===== src/rtl/sector_seq.sv =====
module sector_seq #(
  parameter int TRK_W = 8,
  parameter int SEC_W = 8,
  parameter int LEN_W = 24
) (
  input  logic             clk,
  input  logic             rst,
  input  logic             load,
  input  logic [TRK_W-1:0] ld_track,
  input  logic             ld_head,
  input  logic [SEC_W-1:0] ld_sector,
  input  logic [SEC_W-1:0] ld_last,
  input  logic [SEC_W-1:0] ld_end,
  input  logic [7:0]       ld_size,
  input  logic [7:0]       ld_len,
  input  logic             ld_dual,
  input  logic             ld_multi,
  input  logic             sector_done,
  input  logic             byte_ack,
  output logic [TRK_W-1:0] cur_track,
  output logic             cur_head,
  output logic [SEC_W-1:0] cur_sector,
  output logic [LEN_W-1:0] remaining,
  output logic             term
);
  localparam int CNT_W = SEC_W + 2;

  logic             active, multi, dual;
  logic [SEC_W-1:0] last_s, end_s;

  logic [2:0]       shift;
  logic [CNT_W-1:0] nsect;
  logic [LEN_W-1:0] bps, calc_len;
  logic             wrap, step, count;
  logic             stop_sec, stop_cnt;

  assign shift    = (ld_size > 8'd7) ? 3'd7 : ld_size[2:0];
  assign bps      = LEN_W'(128) << shift;
  assign nsect    = CNT_W'(ld_last) - CNT_W'(ld_sector) + CNT_W'(1)
                  + (ld_multi ? CNT_W'(ld_last) : CNT_W'(0));
  assign calc_len = (ld_size == 8'd0) ? LEN_W'(ld_len) : LEN_W'(bps * LEN_W'(nsect));

  assign step     = active && !load && sector_done;
  assign count    = active && !load && byte_ack && remaining != '0;
  assign wrap     = (cur_sector >= last_s) || (cur_sector == end_s);
  assign stop_sec = step && wrap && !(multi && dual);
  assign stop_cnt = count && remaining == LEN_W'(1);

  always_ff @(posedge clk) begin
    if (rst) begin
      active     <= 1'b0;
      multi      <= 1'b0;
      dual       <= 1'b0;
      last_s     <= '0;
      end_s      <= '0;
      cur_track  <= '0;
      cur_head   <= 1'b0;
      cur_sector <= SEC_W'(1);
      remaining  <= '0;
      term       <= 1'b0;
    end else begin
      term <= stop_sec || stop_cnt;
      if (load) begin
        active     <= 1'b1;
        multi      <= ld_multi;
        dual       <= ld_dual;
        last_s     <= ld_last;
        end_s      <= ld_end;
        cur_track  <= ld_track;
        cur_head   <= ld_head;
        cur_sector <= ld_sector;
        remaining  <= calc_len;
      end else begin
        if (stop_sec || stop_cnt) active <= 1'b0;
        if (count) remaining <= remaining - LEN_W'(1);
        if (step) begin
          if (!wrap) begin
            cur_sector <= cur_sector + SEC_W'(1);
          end else begin
            cur_sector <= SEC_W'(1);
            if (multi && dual && !cur_head) begin
              cur_head <= 1'b1;
            end else begin
              if (multi) cur_head <= 1'b0;
              cur_track <= cur_track + TRK_W'(1);
            end
          end
        end
      end
    end
  end
endmodule


===== config.mk =====
export PLATFORM = sky130hd
export DESIGN_NAME = sector_seq
export DESIGN_NICKNAME = d
export VERILOG_FILES = /design/src/rtl/sector_seq.sv
export SDC_FILE = /design/constraint.sdc
export NUM_CORES = 1
export LEC_CHECK = 0
export ABC_AREA = 0
export ABC_CLOCK_PERIOD_IN_PS = 11500
export CELL_PAD_IN_SITES_DETAIL_PLACEMENT = 2
export CELL_PAD_IN_SITES_GLOBAL_PLACEMENT = 2
export CORE_ASPECT_RATIO = 1.4
export CORE_MARGIN = 2
export CORE_UTILIZATION = 36
export DETAILED_ROUTE_END_ITERATION = 6
export PLACE_DENSITY_LB_ADDON = 0.15
export SLEW_MARGIN = 0
export SYNTH_ARGS = -nofsm -noshare
export SYNTH_HDL_FRONTEND = slang
export SYNTH_SLANG_ARGS = --single-unit
export TNS_END_PERCENT = 50

===== constraint.sdc =====
create_clock -name clk -period 11.5 [get_ports clk]
set_clock_uncertainty 0.1 [all_clocks]
set_input_delay 1.15 -clock clk [delete_from_list [all_inputs] [get_ports clk]]
set_output_delay 1.15 -clock clk [all_outputs]
set_load 0.005 [all_outputs]

==> results.md <==
* Worst IR Drop VDD at between 0.06 and 0.07 mV
* Number of enable-type register cells in the synthesized netlist at 0
* Clock input transition at the sequential cells of the worst setup and hold paths at approximately 60 ps
* Non-Filler Instances at 1175
* Global route total overflow at 0
* Proportion of synthesized flip-flops having asynchronous set or reset at 0
* Avg WL per Cell at around 21 um
* First-pass GRT wire length at 40600 um
* Required @ worst endpoint at 11680 ps
* Sequential share of the synthesized area at 0.180
* Remaining routing DRC violations at 0
* Hold violation count in the final report at 0
* Average cell area after synthesis at 8.07 um^2
* Setup TNS at 0 ps
* Worst Max-Slew Pin Slew at approximately 1300 ps
* Sort of element at the end of the critical path: flop
* Most frequent cell after synthesis: nor2_1
* Count of state elements after synthesis at 61
* Root buffer cell: clkbuf_16
* CP Capture Point: remaining[23]
* Final ANT Viol Nets at 0
* Top cells by area, synth: dfxtp_1 (18%), ha_1 (14%), fa_1 (14%), nor2_1 (5.4%), inv_1 (4.9%)
* Most used routing layer in global routing: met2
* Number of pins with negative max-slew slack in the final report at 0
* Final HPWL from detailed placement at 19900 um
* Final GP Congestion at 0.863
* Worst Path Max Fanout at 6
* Routed vias at 6595
* Kind of start point of the critical path: primary input
* Effective utilization at floorplan at 0.367
* Final period util at 0.776
* CTS tree: built
* Achievable Freq at 112 MHz
* Placed Cells incl. Taps at 1159
* Most used flip-flop cell after synthesis: dfxtp_1
* Filler cells at 2092
* Final std cell area, no fill at 0.00830 mm^2
* Number of rows in the core area at 59
* Detailed-route wire length at between 20000 and 25000 um
* Total power per unit cell area at 119 mW/mm^2
* R2r endpoint: remaining[23]
* Number of DRC violations after detailed-routing iteration 0 at 320
* Type of the setup path with the least slack: in -> reg
* Total GRT Usage at 0.254
* Arr. time, crit path at 9100 ps
* Type of the worst min-delay path: reg -> reg
* Maximum buffer depth of the clock tree at 2
* R2R Setup Slk at 8460 ps
* Util after Layout at 0.448
* Met2 GRT Util at 0.492
* Unrepaired setup endpoints after global routing: no
* Startpoint of the worst-slack reg-to-reg timing path: remaining[0]
* Most numerous cell types in the synthesized netlist: nor2_1 (98), inv_1 (89), ha_1 (78), nand2_1 (65), dfxtp_1 (61)
* Leak Pwr at about 3.6 nW
* Count of port buffers added during placement at between 90 and 100
* Fraction of final layout cells sized beyond drive strength 1 at 0.0473
* Worst setup path startpoint: ld_sector[1]
* Via count of the first global-routing pass at 7619
* Number of buffers added to fix hold violations after cts at 0
* Layout Nets at 1107
* Count of different cell masters after synthesis at 64
* Largest net degree at the start of global routing at 69
* Number of I/O pins at 98
* Post-synthesis net count at 1023
* Max-cap violation count at 0
* Netlist Area Pre-Place at 0.00680 mm^2
* Area inside the core boundary at 0.0185 mm^2
* Post-CTS setup buffer count at 0
* Drt pass-1 iters at 4
* Width of the die at 120 um
* Antenna diode count at 0
* Total number of clock tree sinks at 61
* Setup-failing EPs final at 0
* Count of mapped cells out of synthesis at 842
* Worst R2R Path Depth at 9
* Count of yosys warnings during synthesis at 0
* Fraction of post-synthesis cell area in the top cell type by area at 0.180
* Placed instance area at 0.00797 mm^2
* Area added between synthesis and finish at 22.1%
* Total CTS buffers at 9
* Die Span Y at 167 um
* Antenna violations before repair at 0
* CTS resizes at 0
* Result of the run: completed
* Post-synthesis cell type with the largest combined area: dfxtp_1
* Maximum level of the CTS H-tree at 3
* Via density at between 5 and 6
* Die area at 0.0200 mm^2
* Max transition margin at 0.113
* Grt met3 use at 0.0301
* GR met1 Demand/Resource at 0.283
* Skew-Pair Late Insertion Delay at 330 ps
* Final Critical Period at 8930 ps
-- state kept, by name, indices dropped and copies added, names as in the netlist --
name	flops
active	1
cur_head	1
cur_sector	8
cur_track	8
dual	1
end_s	8
last_s	8
multi	1
remaining	24
term	1
-- metal layers --
metal	up-vias	wire (um)
met5	-	0
met2	118	13900
met1	3347	9720
met4	0	585
li1	3097	-
met3	33	732
-- worst min path at each step --
stage                   start   endpoint  slack, ps  depth (start not counted)
detailed placement  last_s[1]  last_s[1]        390                          2
CTS                 last_s[6]  last_s[6]        410                          2
global route        last_s[1]  last_s[1]        440                          2
global placement    last_s[3]  last_s[3]        370                          2
floorplan                dual       dual        360                          2
finish              last_s[1]  last_s[1]        410                          2
-- cell families after synthesis --
kind of cell,share of synthesized area
AND/OR/NAND/NOR,0.236
AO/OA/AOI/OAI,0.151
adder cells (fa/ha/maj),0.282
buffers and inverters,0.0665
flip-flops,0.180
XOR/XNOR,0.0567
multiplexers,0.0280
-- worst max-delay path, stage by stage --
cell             delay, ps
clkdlybuf4s50_1        460
inv_1                  100
ha_1                   320
a21o_1                 160
a21o_1                 190
a21o_1                 180
a21oi_1                220
o21ai_0                140
xor2_1                 160
ha_1                   240
or3_1                  440
o41ai_1                420
o21ai_0                330
nor2_1                 320
fa_1                   490
fa_1                   570
fa_1                   530
fa_1                   500
ha_1                   330
ha_1                   410
nor2b_1                160
o21ai_0                170
a31oi_1                290
a31oi_1                170
or4_1                  540
nand3_1                 90
-- stage by stage --
| stage | setup WS [ps] | hold slack, ps | power, mW |
|---|---|---|---|
| 2_1_floorplan | 3600 | 360 | 0.520 |
| 3_3_place_gp | 2600 | 373 | 0.658 |
| 3_5_place_dp | 2200 | 385 | 0.686 |
| 4_1_cts | 2530 | 415 | 0.996 |
| 5_1_grt | 2120 | 436 | 1.05 |
| 6_report | 2570 | 409 | 0.985 |
-- power breakdown --
| part | total [mW] | switching [mW] | internal, mW |
|---|---|---|---|
| clock network | 0.304 | 0.113 | 0.191 |
| registers | 0.255 | 0.0261 | 0.229 |
| logic | 0.426 | 0.245 | 0.181 |
| total | 0.985 | 0.384 | 0.601 |
-- placed cells by master (no fill, tap or decap), types with 13 or more instances in the layout --
cell             synthesis  layout
dfxtp_1                 61      61
a21oi_1                 35      35
nor3_1                  23      23
nor2_1                  98      98
o21ai_0                 26      26
or2_2                   13      13
xor2_1                  17      17
a31oi_1                 17      17
xnor2_1                 27      27
nand2_1                 65      65
nand3_1                 32      32
ha_1                    78      78
mux2i_1                 19      19
clkdlybuf4s50_1          0      95
nand2b_1                17      17
fa_1                    47      47
inv_1                   89      89
-- area by class of cell --
class                           instances  area [um^2]  area share
Timing Repair Buffer                  101          991       0.119
Clock inverter                          7         98.8      0.0119
Sequential cell                        61         1220       0.147
Tap cell                              244          305      0.0368
Inverter                               89          334      0.0403
Multi-Input combinational cell        664         5120       0.617
Clock buffer                            9          225      0.0271
Note: power is estimated with default switching activity, not from simulation.
